[src/rtl/dac_regif_pkg.sv]
package dac_regif_pkg;
  localparam int BYTE_W = 8;
  localparam int CODE_W = 12;
  localparam int HI_W   = CODE_W - BYTE_W;
  localparam int NCH    = 2;
  localparam int ADDR_W = 3;

  localparam logic [ADDR_W-1:0] A_CTRL = '0;

  // control bit positions; sync position is fixed by software convention
  localparam int B_MODE = 0;
  localparam int B_SYNC = 2;
  localparam logic [BYTE_W-1:0] CTRL_RST = 8'hF4;

  function automatic int rng_bit(input int ch);
    return (ch == 0) ? 1 : 3;
  endfunction

  function automatic int clr_bit(input int ch);
    return 4 + ch;
  endfunction

  function automatic int pd_bit(input int ch);
    return 6 + ch;
  endfunction

  function automatic logic [ADDR_W-1:0] lo_addr(input int ch);
    return ADDR_W'(1 + 2 * ch);
  endfunction

  function automatic logic [ADDR_W-1:0] hi_addr(input int ch);
    return ADDR_W'(2 + 2 * ch);
  endfunction
endpackage

[src/rtl/dac_ctrl_reg.sv]
module dac_ctrl_reg
  import dac_regif_pkg::*;
(
  input  logic              clk,
  input  logic              rst,
  input  logic              we,
  input  logic [BYTE_W-1:0] wdata,
  output logic [BYTE_W-1:0] ctrl_o,
  output logic              sync_o,
  output logic              xfer_all_o
);
  logic [BYTE_W-1:0] ctrl_q;

  always_ff @(posedge clk) begin
    if (rst) ctrl_q <= CTRL_RST;
    else if (we) ctrl_q <= wdata;
  end

  assign ctrl_o     = ctrl_q;
  assign sync_o     = ctrl_q[B_SYNC];
  // strobe on the write that turns sync on
  assign xfer_all_o = we & wdata[B_SYNC] & ~ctrl_q[B_SYNC];

  assert_ctrl_hold_R2: assert property (@(posedge clk) disable iff (rst)
    !we |=> $stable(ctrl_q));
  assert_sync_edge_only_R6: assert property (@(posedge clk) disable iff (rst)
    xfer_all_o |=> ctrl_q[B_SYNC] && !$past(ctrl_q[B_SYNC]));
endmodule

[src/rtl/dac_channel.sv]
module dac_channel
  import dac_regif_pkg::*;
(
  input  logic              clk,
  input  logic              rst,
  input  logic              lo_we,
  input  logic              hi_we,
  input  logic [BYTE_W-1:0] wdata,
  input  logic              sync,
  input  logic              xfer_all,
  input  logic              clr,
  input  logic              pd,
  output logic [BYTE_W-1:0] lo_o,
  output logic [HI_W-1:0]   hi_o,
  output logic [CODE_W-1:0] code_o,
  output logic              pd_stat_o
);
  logic [BYTE_W-1:0] lo_q;
  logic [HI_W-1:0]   hi_q;
  logic [CODE_W-1:0] latch_q;

  always_ff @(posedge clk) begin
    if (rst) begin
      lo_q <= '0;
      hi_q <= '0;
    end else begin
      if (lo_we) lo_q <= wdata;
      if (hi_we) hi_q <= wdata[HI_W-1:0];
    end
  end

  always_ff @(posedge clk) begin
    if (rst)                latch_q <= '0;
    else if (lo_we && sync) latch_q <= {hi_q, wdata};
    else if (xfer_all)      latch_q <= {hi_q, lo_q};
  end

  assign code_o    = (clr || pd) ? '0 : latch_q;
  assign pd_stat_o = pd;
  assign lo_o      = lo_q;
  assign hi_o      = hi_q;

  assert_hi_only_hold_R4: assert property (@(posedge clk) disable iff (rst)
    (hi_we && !xfer_all) |=> $stable(latch_q));
  assert_staged_hold_R5: assert property (@(posedge clk) disable iff (rst)
    (!sync && !xfer_all) |=> $stable(latch_q));
  assert_lo_load_R3: assert property (@(posedge clk) disable iff (rst)
    (lo_we && sync) |=> latch_q == {$past(hi_q), $past(wdata)});
  assert_joint_load_R6: assert property (@(posedge clk) disable iff (rst)
    xfer_all |=> latch_q == {$past(hi_q), $past(lo_q)});
  assert_mask_keeps_latch_R7: assert property (@(posedge clk) disable iff (rst)
    ((clr || pd) && !lo_we && !xfer_all) |=> $stable(latch_q));
endmodule

[src/rtl/dual_dac_regif.sv]
module dual_dac_regif
  import dac_regif_pkg::*;
(
  input  logic                  clk,
  input  logic                  rst,
  input  logic                  bus_we,
  input  logic [ADDR_W-1:0]     bus_addr,
  input  logic [BYTE_W-1:0]     bus_wdata,
  output logic [BYTE_W-1:0]     bus_rdata,
  output logic [NCH*CODE_W-1:0] dac_code,
  output logic [NCH-1:0]        pd_stat
);
  logic [BYTE_W-1:0] ctrl;
  logic              sync, xfer_all;
  logic              ctrl_we;
  logic [BYTE_W-1:0] lo_rb [NCH];
  logic [BYTE_W-1:0] hi_rb [NCH];

  assign ctrl_we = bus_we && (bus_addr == A_CTRL);

  dac_ctrl_reg u_ctrl (
    .clk        (clk),
    .rst        (rst),
    .we         (ctrl_we),
    .wdata      (bus_wdata),
    .ctrl_o     (ctrl),
    .sync_o     (sync),
    .xfer_all_o (xfer_all)
  );

  for (genvar c = 0; c < NCH; c++) begin : g_ch
    logic [HI_W-1:0] hi_v;

    dac_channel u_ch (
      .clk       (clk),
      .rst       (rst),
      .lo_we     (bus_we && (bus_addr == lo_addr(c))),
      .hi_we     (bus_we && (bus_addr == hi_addr(c))),
      .wdata     (bus_wdata),
      .sync      (sync),
      .xfer_all  (xfer_all),
      .clr       (ctrl[clr_bit(c)]),
      .pd        (ctrl[pd_bit(c)]),
      .lo_o      (lo_rb[c]),
      .hi_o      (hi_v),
      .code_o    (dac_code[c*CODE_W +: CODE_W]),
      .pd_stat_o (pd_stat[c])
    );

    assign hi_rb[c] = {{(BYTE_W-HI_W){1'b0}}, hi_v};
  end

  always_comb begin
    bus_rdata = '0;
    if (bus_addr == A_CTRL) bus_rdata = ctrl;
    for (int c = 0; c < NCH; c++) begin
      if (bus_addr == lo_addr(c)) bus_rdata = lo_rb[c];
      if (bus_addr == hi_addr(c)) bus_rdata = hi_rb[c];
    end
  end

  assert_pd_status_R8: assert property (@(posedge clk) disable iff (rst)
    $past(ctrl_we) |-> pd_stat == {$past(bus_wdata[pd_bit(1)]), $past(bus_wdata[pd_bit(0)])});
  assert_rdata_known_R2: assert property (@(posedge clk) disable iff (rst)
    !$isunknown(bus_rdata));
endmodule

[config.mk]
export PLATFORM = sky130hd
export DESIGN_NAME = dual_dac_regif
export DESIGN_NICKNAME = d
export VERILOG_FILES = /design/src/rtl/dac_regif_pkg.sv /design/src/rtl/dac_ctrl_reg.sv /design/src/rtl/dac_channel.sv /design/src/rtl/dual_dac_regif.sv
export SDC_FILE = /design/constraint.sdc
export NUM_CORES = 1
export LEC_CHECK = 0
export BUFFER_PORTS_ARGS = -buffer_cell sky130_fd_sc_hd__buf_4
export CAP_MARGIN = 20
export CORE_ASPECT_RATIO = 1.4
export CORE_MARGIN = 10
export CORE_UTILIZATION = 35
export DETAILED_ROUTE_END_ITERATION = 12
export PLACE_DENSITY = 0.64
export SLEW_MARGIN = 20
export SYNTH_ARGS = -nofsm -noshare
export SYNTH_HDL_FRONTEND = slang
export SYNTH_SLANG_ARGS = --single-unit
[constraint.sdc]
create_clock -name clk -period 3.9 [get_ports clk]
set_input_delay 0.195 -clock clk [delete_from_list [all_inputs] [get_ports clk]]
set_output_delay 0.195 -clock clk [all_outputs]
set_load 0.02 [all_outputs]
==> key figures <==
Power
  – Clock power frac: 0.390
  – Worst VDD drop: 0.000164 V
  – Sw power: 0.279 mW
  – Comb power frac: 0.103
  – Flop pwr share: 0.506
  – Sw Share: 0.238
  – Power per cell area: 343 mW/mm^2
  – Int Power: 0.890 mW
  – Leak: 1.36 nW

Floorplanning
  – Die footprint: 0.0124 sq mm
  – Initial Util: 0.357
  – Die H: 128 microns
  – Core Box Area: 0.00815 sq mm
  – Ports: 48
  – # rows: 39
  – Die width: 97.0 microns

Global routing
  – Met2 Use GR: 0.213
  – GR peak layer: met2
  – Remaining global-route overflow: 0
  – First-pass GRT wire length: 11.7 mm
  – Largest net degree at the start of global routing: 38
  – Met1 Use GR: 0.115
  – Total global-route track usage: 0.112
  – Initial antenna violation count: 0
  – Number of global-route vias before repair: 2,342
  – GR Util met3: 0.0221

Critical path
  – Critical path class: reg2reg
  – Endpoint type of the worst setup path: register
  – Worst R2R Start: u_ctrl.ctrl_o[2]
  – Reg-to-reg endpoint: g_ch[1].u_ch.latch_q[0]
  – WP data arrival: 2420 ps
  – Critical Path Start Type: register
  – Worst r2r path cells: 3
  – Critical Path Fanout Max: 18
  – WP data required: 4120 ps
  – R2R setup slack: 1700 ps

Synth
  – Number of synthesized flops with an enable pin: 0
  – Synth cell types: 31
  – Multiplexer share of the synthesized area: 0.193
  – Simple-gate share of the synthesized area: 0.222
  – Syn. warnings: 0
  – Seq/Total Area, Yosys: 0.386
  – Synth Register Bits: 56
  – Largest family of logic cells by synthesized area: simple AND/OR/NAND/NOR gates
  – Post-Syn Area: 0.00291 sq mm
  – Syn Area/Cell: 8.81 sq um
  – Post-synth top flop: dfxtp_1
  – Async SR Flop Fraction: 0
  – Post-Syn Nets: 344
  – Synth Area in Adders: 0
  – Synth Area in Compound Gates: 0.145
  – Post-Synth XOR/XNOR Area: 0
  – Synthesized instance count: 330

Clocking
  – CTS Hold Buffers Added: 0
  – CTS tree: done
  – Root Buffer: clkbuf_16
  – Worst skew pair latency: 300 ps
  – H-tree Lvls: 2
  – Postcts setup bufs: 0
  – CTS Buffer Depth: 2
  – CTS clk-pin slew, worst paths: 70 ps
  – CTS buffer count: 5
  – CTS sink count: 56
  – CTS resizes: 0

Drt
  – Routed length per instance: 15.4 microns
  – Final ANT Viol Nets: 0
  – DRC Markers: 0
  – Via density per instance: 5.09
  – First-iteration detailed-routing DRC count: 126
  – First drt pass iteration count: 4
  – Vias: 2,325
  – Routed WL: 7.03 mm

Timing
  – Final Setup Violations: 0
  – RSZ-0062 raised after global routing: no
  – Slew @ Worst Pin: 983 ps
  – Final hold viol count: 0
  – Final setup TNS: 0 ps
  – Hold slack: 164 ps
  – Period minus WS final: 2200 ps
  – Max Clk Rate: 455 MHz
  – Crit share post-route: 0.563
  – Max-slew violation count: 0
  – Clock Skews: 6.48 ps
  – Slew HR: 0.336

Status
  – Status: complete, no violations

Placed design
  – DP HPWL: 5.31 mm
  – IO Port Bufs: 47
  – GPL Wtd Cong: 0.791

Min path
  – Hold Path Stages: 3
  – Hold Crit Endpoint: u_ctrl.ctrl_o[7]
  – Worst Hold Class: in2reg
  – HP Start: bus_wdata[7]

Cells and area
  – N_diodes: 0
  – Nets: 368
  – Layout cells sized above 1: 0.175
  – Area Overhead vs Synth: 17.2%
  – Fillcell total: 815

Run
  – Max-cap viol count: 0
## how the worst max path moves through the flow
stage                                start                      end  slack [ps]  cells past startpoint
after CTS                 u_ctrl.ctrl_o[2]  g_ch[1].u_ch.latch_q[0]        1700                      3
after global routing      u_ctrl.ctrl_o[2]  g_ch[1].u_ch.latch_q[1]        1470                      3
after global placement    u_ctrl.ctrl_o[2]  g_ch[1].u_ch.latch_q[0]        1750                      3
after detailed placement  u_ctrl.ctrl_o[2]  g_ch[1].u_ch.latch_q[0]        1710                      3
final                     u_ctrl.ctrl_o[2]  g_ch[1].u_ch.latch_q[0]        1700                      3
after floorplan           u_ctrl.ctrl_o[2]  g_ch[1].u_ch.latch_q[0]        2260                      5
## cells by family after synthesis
logic type	count (synthesis)
simple gates	126
buf+inv	33
flops	56
mux	56
compound gates	59
## per-stage QoR
| stage | instances | setup slack, ps | area (sq um) | power [mW] | utilization |
|---|---|---|---|---|---|
| detailed placement | 449 | 1710 | 3260 | 0.726 | 0.400 |
| finish | 457 | 1700 | 3410 | 1.17 | 0.418 |
| global placement | 449 | 1750 | 3260 | 0.725 | 0.400 |
| CTS | 457 | 1700 | 3410 | 1.18 | 0.418 |
| floorplan | 330 | 2260 | 2910 | 0.689 | - |
| global route | 457 | 1470 | 3410 | 1.22 | 0.418 |
## layout make-up
type | instances | area [sq um] | area share
flip-flops and latches | 56 | 1120 | 0.329
inverters | 1 | 3.75 | 0.00110
clock inverters | 1 | 7.51 | 0.00220
clock buffers | 7 | 143 | 0.0419
repair buffers | 49 | 368 | 0.108
well taps | 102 | 128 | 0.0374
multi-input cells | 241 | 1640 | 0.481
## cell usage in the layout (no fill, tap or decap), drive strengths merged, types with 2 or more instances in the layout
master,Yosys,layout
o211ai,8,8
a21o,8,8
nand2,45,45
nor3b,2,2
nor4bb,3,3
nand4b,2,2
and2,26,26
a22oi,4,4
buf,16,49
clkbuf,16,7
dfxtp,56,56
o22ai,4,4
mux2i,56,56
nor2b,10,10
o221ai,8,8
nand3,9,9
a21oi,17,17
nor2,25,25
a2bb2oi,8,8
## per-layer routing
metal	vias to the layer above	part of all wire
met3	8	0.033
met5	-	0
met2	33	0.55
met1	1086	0.40
met4	0	0.020
li1	1198	-
## worst max-delay path, stage by stage, from the launching register on
cell and delay (ps):
dfxtp_1 620, nand3_1 700, a211o_1 600, o211ai_1 210
## sequential cells by signal, summed over array words and instances (netlist names)
name	cells
g_ch.u_ch.hi_o	8
g_ch.u_ch.latch_q	24
g_ch.u_ch.lo_o	16
u_ctrl.ctrl_o	8
## power groups by stage
stage                     logic [mW]  clock network [mW]  registers (mW)
after floorplan               0.0880                   0           0.601
after global placement         0.120                   0           0.605
after detailed placement       0.122                   0           0.605
after CTS                      0.122               0.467           0.591
after global routing           0.132               0.495           0.593
final                          0.121               0.456           0.591
## synthesized netlist by cell type (2+ instances only)
master / count / area share
a21o_1: 8 / 0.021
a21oi_1: 16 / 0.028
a22oi_1: 4 / 0.010
a2bb2oi_1: 8 / 0.024
and2_1: 25 / 0.054
buf_1: 5 / 0.0065
buf_2: 6 / 0.010
buf_4: 2 / 0.0052
buf_6: 3 / 0.012
clkbuf_1: 16 / 0.021
dfxtp_1: 56 / 0.39
mux2i_1: 56 / 0.19
nand2_1: 45 / 0.058
nand3_1: 9 / 0.015
nand4b_1: 2 / 0.0060
nor2_1: 25 / 0.032
nor2b_1: 10 / 0.022
nor3b_2: 2 / 0.0086
nor4bb_1: 3 / 0.010
o211ai_1: 8 / 0.021
o221ai_1: 8 / 0.024
o22ai_1: 4 / 0.0086
(Power assumes the default switching activity.)
